[src/rtl/flash_susp_pkg.sv]
package flash_susp_pkg;

   typedef enum logic [2:0] {
      OP_NONE    = 3'd0,
      OP_RD_ARR  = 3'd1,
      OP_RD_STAT = 3'd2,
      OP_CLEAR   = 3'd3,
      OP_PROG    = 3'd4,
      OP_ERASE   = 3'd5,
      OP_SUSP    = 3'd6,
      OP_RESUME  = 3'd7
   } fsc_op_e;

   typedef enum logic [1:0] {
      ST_IDLE  = 2'd0,
      ST_ERASE = 2'd1,
      ST_PROG  = 2'd2,
      ST_SUSP  = 2'd3
   } fsc_state_e;

endpackage

[src/rtl/fsc_protect.sv]
module fsc_protect #(
   parameter int N_BLK    = 8,
   parameter bit BOOT_TOP = 1'b0,
   localparam int BW      = $clog2(N_BLK)
) (
   input  logic          supply_ok,
   input  logic          rp_hv,
   input  logic          wprot,
   input  logic [BW-1:0] blk,
   output logic          supply_fail,
   output logic          blk_locked
);

   logic is_boot;

   generate
      if (BOOT_TOP) begin : g_boot_top
         assign is_boot = (blk == BW'(N_BLK - 1));
      end else begin : g_boot_bottom
         assign is_boot = (blk == '0);
      end
   endgenerate

   assign supply_fail = !supply_ok;
   assign blk_locked  = is_boot && !rp_hv && !wprot;

endmodule

[src/rtl/fsc_step_seq.sv]
module fsc_step_seq #(
   parameter int STEP_CYC    = 4096,
   parameter int ERASE_STEPS = 16,
   parameter int PROG_CYC    = 64
) (
   input  logic clk,
   input  logic clr,
   input  logic start,
   input  logic run,
   input  logic prog_mode,
   output logic boundary,
   output logic last
);

   localparam int MAXC = (STEP_CYC > PROG_CYC) ? STEP_CYC : PROG_CYC;
   localparam int CW   = $clog2(MAXC);
   localparam int SW   = $clog2(ERASE_STEPS);
   localparam logic [CW-1:0] ELIM  = CW'(STEP_CYC - 1);
   localparam logic [CW-1:0] PLIM  = CW'(PROG_CYC - 1);
   localparam logic [SW-1:0] SLAST = SW'(ERASE_STEPS - 1);

   generate
      if (STEP_CYC < 2 || PROG_CYC < 2 || ERASE_STEPS < 2) begin : g_bad_cfg
         $error("fsc_step_seq: cycle and step counts must be at least 2");
      end
   endgenerate

   logic [CW-1:0] cyc_q;
   logic [SW-1:0] step_q;

   assign boundary = run && (cyc_q == (prog_mode ? PLIM : ELIM));
   assign last     = boundary && (prog_mode || step_q == SLAST);

   always_ff @(posedge clk) begin
      if (clr || start) begin
         cyc_q  <= '0;
         step_q <= '0;
      end else if (run) begin
         if (boundary) begin
            cyc_q <= '0;
            if (!last) step_q <= step_q + 1'b1;
         end else begin
            cyc_q <= cyc_q + 1'b1;
         end
      end
   end

endmodule

[src/rtl/flash_susp_ctrl.sv]
module flash_susp_ctrl
   import flash_susp_pkg::*;
#(
   parameter int N_BLK       = 8,
   parameter int STEP_CYC    = 4096,
   parameter int ERASE_STEPS = 16,
   parameter int PROG_CYC    = 64,
   parameter bit BOOT_TOP    = 1'b0,
   localparam int BW         = $clog2(N_BLK)
) (
   input  logic          clk,
   input  logic          rst_n,
   input  logic          cmd_valid,
   input  logic [2:0]    cmd_op,
   input  logic [BW-1:0] cmd_blk,
   input  logic          chip_en,
   input  logic [BW-1:0] rd_blk,
   input  logic          supply_ok,
   input  logic          pin_reset_low,
   input  logic          pin_reset_hv,
   input  logic          wprot,
   output logic [7:0]    status_o,
   output logic          stat_sel,
   output logic          arr_rd_ok,
   output logic          standby
);

   generate
      if (N_BLK < 2) begin : g_bad_blk
         $error("flash_susp_ctrl: at least two blocks are required");
      end
   endgenerate

   fsc_state_e    state_q;
   fsc_op_e       op;
   logic          rst_all, acc, is_wr, err_any, go_op;
   logic          sup_fail, locked, seq_bnd, seq_last, run, sus_now;
   logic          mode_stat_q, pend_q;
   logic          e_err_q, p_err_q, v_err_q, l_err_q;
   logic [BW-1:0] op_blk_q;

   assign op      = fsc_op_e'(cmd_op);
   assign rst_all = !rst_n || pin_reset_low;
   assign acc     = cmd_valid && chip_en;
   assign is_wr   = (op == OP_PROG) || (op == OP_ERASE);
   assign err_any = e_err_q || p_err_q || v_err_q || l_err_q;
   assign go_op   = (state_q == ST_IDLE) && acc && is_wr && !err_any &&
                    !sup_fail && !locked;
   assign run     = (state_q == ST_ERASE) || (state_q == ST_PROG);
   assign sus_now = acc && (op == OP_SUSP);

   fsc_protect #(.N_BLK(N_BLK), .BOOT_TOP(BOOT_TOP)) u_prot (
      .supply_ok   (supply_ok),
      .rp_hv       (pin_reset_hv),
      .wprot       (wprot),
      .blk         (cmd_blk),
      .supply_fail (sup_fail),
      .blk_locked  (locked)
   );

   fsc_step_seq #(
      .STEP_CYC(STEP_CYC), .ERASE_STEPS(ERASE_STEPS), .PROG_CYC(PROG_CYC)
   ) u_seq (
      .clk       (clk),
      .clr       (rst_all),
      .start     (go_op),
      .run       (run),
      .prog_mode (state_q == ST_PROG),
      .boundary  (seq_bnd),
      .last      (seq_last)
   );

   always_ff @(posedge clk) begin
      if (rst_all) begin
         state_q     <= ST_IDLE;
         mode_stat_q <= 1'b0;
         pend_q      <= 1'b0;
         op_blk_q    <= '0;
         e_err_q     <= 1'b0;
         p_err_q     <= 1'b0;
         v_err_q     <= 1'b0;
         l_err_q     <= 1'b0;
      end else begin
         case (state_q)
            ST_IDLE: begin
               if (acc) begin
                  case (op)
                     OP_RD_ARR:  mode_stat_q <= 1'b0;
                     OP_RD_STAT: mode_stat_q <= 1'b1;
                     OP_CLEAR: begin
                        e_err_q <= 1'b0;
                        p_err_q <= 1'b0;
                        v_err_q <= 1'b0;
                        l_err_q <= 1'b0;
                     end
                     OP_PROG, OP_ERASE: begin
                        if (!err_any) begin
                           mode_stat_q <= 1'b1;
                           if (sup_fail || locked) begin
                              v_err_q <= sup_fail;
                              l_err_q <= !sup_fail;
                              if (op == OP_ERASE) e_err_q <= 1'b1;
                              else                p_err_q <= 1'b1;
                           end else begin
                              state_q  <= (op == OP_ERASE) ? ST_ERASE : ST_PROG;
                              op_blk_q <= cmd_blk;
                           end
                        end
                     end
                     default: ;
                  endcase
               end
            end
            ST_ERASE: begin
               if (acc && op == OP_RD_STAT) mode_stat_q <= 1'b1;
               if (seq_last) begin
                  state_q <= ST_IDLE;
                  pend_q  <= 1'b0;
               end else if (seq_bnd && (pend_q || sus_now)) begin
                  state_q <= ST_SUSP;
                  pend_q  <= 1'b0;
               end else if (sus_now) begin
                  pend_q <= 1'b1;
               end
            end
            ST_PROG: begin
               if (acc && op == OP_RD_STAT) mode_stat_q <= 1'b1;
               if (seq_last) state_q <= ST_IDLE;
            end
            ST_SUSP: begin
               if (acc) begin
                  case (op)
                     OP_RD_ARR:  mode_stat_q <= 1'b0;
                     OP_RD_STAT: mode_stat_q <= 1'b1;
                     OP_RESUME:  state_q     <= ST_ERASE;
                     default: ;
                  endcase
               end
            end
            default: state_q <= ST_IDLE;
         endcase
      end
   end

   assign status_o  = {(state_q == ST_IDLE) || (state_q == ST_SUSP),
                       (state_q == ST_SUSP),
                       e_err_q, p_err_q, v_err_q, 1'b0, l_err_q, 1'b0};
   assign stat_sel  = mode_stat_q;
   assign arr_rd_ok = !mode_stat_q &&
                      ((state_q == ST_IDLE) ||
                       ((state_q == ST_SUSP) && (rd_blk != op_blk_q)));
   assign standby   = (state_q == ST_SUSP) && !chip_en;

endmodule

[config.mk]
export PLATFORM = sky130hd
export DESIGN_NAME = flash_susp_ctrl
export DESIGN_NICKNAME = d
export VERILOG_FILES = /design/src/rtl/flash_susp_pkg.sv /design/src/rtl/fsc_protect.sv /design/src/rtl/fsc_step_seq.sv /design/src/rtl/flash_susp_ctrl.sv
export SDC_FILE = /design/constraint.sdc
export NUM_CORES = 1
export LEC_CHECK = 0
export ABC_AREA = 0
export BUFFER_PORTS_ARGS = -buffer_cell sky130_fd_sc_hd__buf_2
export CAP_MARGIN = 20
export CORE_UTILIZATION = 25
export CTS_CLUSTER_SIZE = 10
export DETAILED_ROUTE_END_ITERATION = 12
export GPL_TIMING_DRIVEN = 0
export HOLD_SLACK_MARGIN = 0.05
export PLACE_DENSITY = 0.52
export RECOVER_POWER = 100
export SYNTH_ARGS = -nofsm -noshare
export SYNTH_HDL_FRONTEND = slang
export SYNTH_SLANG_ARGS = --single-unit
[constraint.sdc]
create_clock -name clk -period 4.87 [get_ports clk]
set_clock_uncertainty 0.15 [all_clocks]
set_input_delay 0 -clock clk [delete_from_list [all_inputs] [get_ports clk]]
set_output_delay 0 -clock clk [all_outputs]
set_load 0.05 [all_outputs]
-- Word level (Yosys, flattened, before mapping)
Index checks and enable logic that the tools add are counted.
- register bits after elaboration: 27
- input port bits: 17
- output and inout port bits: 11
- word-level logic and storage cells: 131
- add/sub/neg operators: 2
- eq/ne operators: 29
- multiplexer cells: 37
- bitwise logic cells: 3
- reductions and logical operators: 50
- operator list (kind ; count):
    12-bit two-way mux ; 2
    2-bit two-way mux ; 10
    6-bit AND reduction ; 3
    1-bit two-way mux ; 17
    1-bit logical AND ; 16
    2-bit inequality test (second input constant) ; 8
    12-bit by 1-bit adder with 12-bit output (second input constant) ; 1
    12-bit equality test ; 1
    3-bit equality test (second input constant) ; 4
    1-bit logical OR ; 12
    1-bit case mux with 2 select lines ; 5
    5-bit AND reduction ; 2
    1-bit logical NOT ; 8
    2-bit by 1-bit inequality test with 1-bit output (second input constant) ; 4
    2-bit case mux with 4 select lines ; 1
    8-bit AND reduction ; 1
    3-bit by 2-bit equality test with 1-bit output (second input constant) ; 2
    1-bit case mux with 3 select lines ; 2
    4-bit by 1-bit adder with 4-bit output (second input constant) ; 1
    2-bit equality test (second input constant) ; 2
    4-bit equality test (second input constant) ; 1
    4-bit by 2-bit inequality test with 1-bit output (second input constant) ; 1
    2-bit OR reduction ; 2
    3-bit by 1-bit equality test with 1-bit output (second input constant) ; 1
    other kinds (12) ; 14

-- Logic depth before layout (Yosys ltp)
- depth after elaboration: 9
- depth in mapped cells: 9
- depth with buffers taken out: 8

-- Cells and area by module
From an unflattened synthesis, not the netlist that was laid out.
- cells, all modules: 199
- area, all modules: 1620.3 µm²
- modules (own cells, without submodules) (module ; instances ; cells each ; area each (µm²) ; seq. area each (µm²)):
    flash_susp_ctrl ; 1 ; 106 ; 829.5 ; 220.2
    fsc_step_seq ; 1 ; 90 ; 775.7 ; 320.3
    fsc_protect ; 1 ; 3 ; 15.0 ; 0.0

-- Worst setup path before layout
OpenSTA, ideal clock, no wires.
- kind: reg2reg
- from: register state_q[0]
- to: register state_q[1]
- library setup time: 122 ps
- arrival: 1825 ps
- data required time: 4598 ps
- setup slack: 2773 ps
- stages on the path, launching flop included: 10
- buffers on the path: 1
- period minus slack after synthesis: 2097 ps
- path through: dfxtp_1 > inv_1 > ha_1 > buf_2 > nand4_1 > nor2_4 > nand3_1 > a222oi_1 > nand2_1 > mux2i_1
- elaborated cells between the ends (all ways): 22
- classes of those cells: 12 x eq/ne; 3 x mux; 7 x reduce/logical
- RTL lines (element ; line ; RTL):
    from (decl) ; flash_susp_ctrl.sv:34 ; fsc_state_e state_q;
    from (signal assigned) ; flash_susp_ctrl.sv:105 ; state_q <= (op == OP_ERASE) ? ST_ERASE : ST_PROG;
    2-bit by 1-bit equality test with 1-bit output or 2-bit equality test (tied branches) ; flash_susp_ctrl.sv:49 ; assign run = (state_q == ST_ERASE) || (state_q == ST_PROG);
    1-bit logical OR * ; flash_susp_ctrl.sv:49 ;
    net run ; flash_susp_ctrl.sv:37 ; logic sup_fail, locked, seq_bnd, seq_last, run, sus_now;
    1-bit logical AND * ; fsc_step_seq.sv:31 ; assign boundary = run && (cyc_q == (prog_mode ? PLIM : ELIM));
    1-bit logical AND, on equally long branches ; fsc_step_seq.sv:32, flash_susp_ctrl.sv:119 ;
    3-bit by 2-bit inequality test with 1-bit output (no line), or another cell as far along ; -- ;
    8-bit AND reduction (no line) or 2-bit case mux with 4 select lines (tied branches) ; -- ;
Mark *: on every way through the listed nets, which the timed path passes. The rest lies on a longest branch.
A chain may end at the register's enable or synchronous reset.

-- Final worst setup path
- from: register state_q[0]
- to: register u_seq.cyc_q[7]
- elaborated cells between the ends (all ways): 14
- classes of those cells: 3 x eq/ne; 2 x mux; 9 x reduce/logical
- RTL lines (element ; line ; RTL):
    2-bit by 1-bit equality test with 1-bit output or 2-bit equality test (tied branches) ; flash_susp_ctrl.sv:49 ;
    1-bit logical OR * ; flash_susp_ctrl.sv:49 ;
    net run ; flash_susp_ctrl.sv:37 ;
    1-bit logical AND ; fsc_step_seq.sv:31 ;
    12-bit two-way mux ; fsc_step_seq.sv:39 ; if (boundary) begin
    to (signal assigned) ; fsc_step_seq.sv:43 ; cyc_q <= cyc_q + 1'b1;
    to (decl) ; fsc_step_seq.sv:28 ; logic [CW-1:0] cyc_q;
Marks and branches as above.

==> flow_summary_export.csv <==
group,metric,value,unit
floorplan,die_area,6480,µm²
cells_and_area,num_antenna_cells,0,
setup_path,start_kind,"flop",
power_and_ir_drop,clockPowerShare,33.0,%
route,vias,1356,
power_and_ir_drop,power_switching,0.101,mW
route,wl,3390,µm
logic_synthesis,synth.distinct_cells,44,
power_and_ir_drop,intPower,0.297,mW
global_routing,grt_max_degree,16,
setup_path,reg2reg_to,"u_seq.cyc_q[7]",
clocking,cts_max_level,1,
route,drt_iter0_drc,55,
cells_and_area,final_nets,252,
route,post_drt_wl_per_cell,11.2,µm
power_and_ir_drop,totalPowerFinal,0.399,mW
sta,worst_slew_pin_slew,785,ps
cells_and_area,area_delta_synth_final,23.8,%
sta,period_needed,3010,ps
clocking,cts_buffers,3,
place,io_buffers,25,
sta,slew_headroom,47.3,%
place,place_ws,2500,ps
logic_synthesis,netlist_area,1540,µm²
global_routing,grt_use_total,11.3,%
sta,fin_tns_setup,0,ps
power_and_ir_drop,p_leak,0.747,nW
sta,slew_violations,0,
logic_synthesis,syn_inst,183,
setup_path,cpMaxStageDelayCell,"clkbuf_1",
floorplan,die_w,80.5,µm
cells_and_area,multi_input_area,877,µm²
setup_path,cpMostUsedCell,"clkbuf_1",
clocking,path_clk_slew,100,ps
logic_synthesis,async_reset_ff_share,0,%
floorplan,coreArea,5920,µm²
setup_path,r2r_cells,9,
floorplan,std_cell_rows,28,
place,dp_hpwl,2380,µm
floorplan,initial_core_util,26.0,%
power_and_ir_drop,pwr-share-seq,55.7,%
clocking,clk_latency,280,ps
sta,max_freq,332,MHz
logic_synthesis,synth_warnings,0,
global_routing,antenna_found_initial,0,
cells_and_area,final.fill_count,641,
route,drc,0,
logic_synthesis,ys.flop_type,"dfxtp_1",
cells_and_area,seq_area,541,µm²
sta,post-route-period-util,61.8,%
worst_hold_path,hp-class,"input port to flop",
logic_synthesis,avgSynthCellArea,8.42,µm²
global_routing,grt_remaining_overflow,0,
setup_path,worstPathArrival,3010,ps
power_and_ir_drop,max-vdd-ir-drop,0.000103,V
sta,hold_viol_final,0,
clocking,clock-root-buffer,"clkbuf_8",
sta,grt_setup_unrepaired,"no",
logic_synthesis,synth_edf_count,0,
clocking,cts_tree,"done",
setup_path,r2r_start,"state_q[0]",
cells_and_area,layout-drive-gt1-share,17.1,%
setup_path,endpoint_kind,"flop",
setup_path,max_stage_delay,600,ps
setup_path,r2r_setup_slack,1860,ps
global_routing,grt_pass1_wl,5760,µm
setup_path,critPathKind,"flop to flop",
setup_path,worst-path-max-fanout,10,
power_and_ir_drop,switching_share,25.4,%
route,firstDrtPassIters,4,
worst_hold_path,hp-start,"cmd_valid",
floorplan,die_y,80.5,µm
logic_synthesis,synth.ff_latch_count,27,
route,ant_nets,0,
logic_synthesis,ys_seq_area_share,35.1,%
power_and_ir_drop,p_comb_share,11.3,%
global_routing,grt_pass1_vias,1315,
worst_hold_path,worstHoldEndpoint,"stat_sel",
clocking,post_cts_resize_count,0,
clocking,numClockSinks,27,
place,place_congestion,0.824,
setup_path,worstPathRequired,4870,ps
outcome,status,"completed",
worst_hold_path,hold_depth,4,
sta,fin_ws,1860,ps
route,viasPerCell,4.48,
floorplan,num_io_pins,28,
sta,finalSetupViolCount,0,
power_and_ir_drop,powerDensity,209,nW/µm²
job,cap_violations,0,
setup_path,crit_chain,"inv_1 -> ha_1 -> clkbuf_1 -> nand4_1 -> nor2_1 -> o21a_1 -> or3_1 -> clkbuf_1 -> nor2_2",
clocking,cts.path.max_buffers,2,
power by group through the flow:
stage               clock (mW)  sequential, mW  combinational, mW
finish                   0.132           0.222             0.0451
global route             0.149           0.222             0.0499
CTS                      0.139           0.222             0.0480
detailed placement           0           0.227             0.0420
global placement             0           0.227             0.0420
floorplan                    0           0.228             0.0269
cells in the final DEF (no fill, tap or decap), types with 2 or more instances in the layout:
master and instances:
dfxtp_1 27, nand2_1 20, nor2_1 19, dlygate4sd3_1 15
buf_2 15, clkbuf_1 13, xor2_1 11, a21oi_1 9
nor2_2 9, nand3_1 8, inv_1 7, nor3_1 6
ha_1 6, buf_4 6, o21ai_0 5, nand4_1 5
mux2i_1 5, xnor2_1 5, or3_1 4, nor2b_1 3
nand2b_1 3, clkbuf_8 3, and3_1 2, a31oi_1 2
o211a_1 2, conb_1 2
critical path: cells and delay by family (launching register included):
kind	cells	cell delay [ps]
AOI/OAI and AO/OA	1	300
adders and majority gates	1	280
buffers and inverters	3	1000
DFF	1	390
and+or+nand+nor	4	760
timing repair:
item	CTS	global route
hold buffers	15	0
hold endpoints to repair	8	0
setup buffers	0	0
synthesized netlist by cell type (2+ instances only):
cell type | number | area (µm²)
nor2_2 | 9 | 56.3
nor3_1 | 5 | 25.0
a21oi_1 | 9 | 45.0
buf_4 | 6 | 45.0
nand3_1 | 8 | 40.0
nand2_1 | 20 | 75.1
xnor2_1 | 5 | 43.8
and3_1 | 2 | 12.5
o21ai_0 | 3 | 15.0
nor2_1 | 18 | 67.6
nor2_4 | 2 | 22.5
nand2b_1 | 3 | 18.8
mux2i_1 | 5 | 50.1
inv_1 | 7 | 26.3
or3_1 | 3 | 18.8
dfxtp_1 | 27 | 541
nor2b_1 | 3 | 18.8
o211a_1 | 2 | 20.0
a31oi_1 | 2 | 12.5
ha_1 | 6 | 75.1
xor2_1 | 11 | 96.3
nand4_1 | 5 | 31.3
logic make-up (layout without fill, tap and decap cells):
logic type / Yosys count / in the layout / synth area share [%]
XOR/XNOR: 16 / 16 / 9.09
AO/OA/AOI/OAI: 27 / 27 / 12.3
other: 1 / 2 / 0.243
AND/OR/NAND/NOR: 84 / 84 / 28.9
buffers and inverters: 17 / 61 / 6.25
multiplexers: 5 / 5 / 3.25
adder cells (fa/ha/maj): 6 / 6 / 4.87
flip-flops: 27 / 27 / 35.1
metrics by stage:
stage                     cell area, µm²  hold WS, ps  util (%)  cells
after global routing                1910          126      32.2    303
after CTS                           1960         78.7      33.1    303
after floorplan                     1550        -32.8         -    184
after global placement              1760          103      29.8    284
after detailed placement            1760          121      29.8    284
final                               1910         84.0      32.2    303
how the worst max path moves through the flow:
stage	start	to	slack [ps]	cells after the start
after global placement	state_q[0]	state_q[1]	2540	9
after CTS	cmd_blk[2]	v_err_q	2330	8
after global routing	state_q[0]	u_seq.cyc_q[7]	1610	9
after floorplan	state_q[0]	state_q[1]	2770	9
after detailed placement	state_q[0]	state_q[0]	2500	9
final	state_q[0]	u_seq.cyc_q[7]	1860	9
flip-flops by register name, summed over array words and instances (netlist names):
signal and count:
state_q 2, pend_q 1, p_err_q 1, stat_sel 1, u_seq.step_q 4, op_blk_q 3
v_err_q 1, u_seq.cyc_q 12, l_err_q 1, e_err_q 1
layout make-up:
cell class	count	share of cell area, %
well taps	75	4.92
clock inverters	1	0.262
multi-input cells	140	46.0
inverters	7	1.38
flip-flops and latches	27	28.3
repair buffers	40	13.8
clock buffers	3	2.16
plain buffers	10	3.21
routing by layer:
layer	up-vias	part of all wire [%]	global-route usage (%)
met5	-	0	0
met4	0	1.2	4.11
met3	6	2.9	3.07
met2	30	47	19.2
met1	606	49	13.5
li1	714	-	-
(Power assumes the default switching activity.)
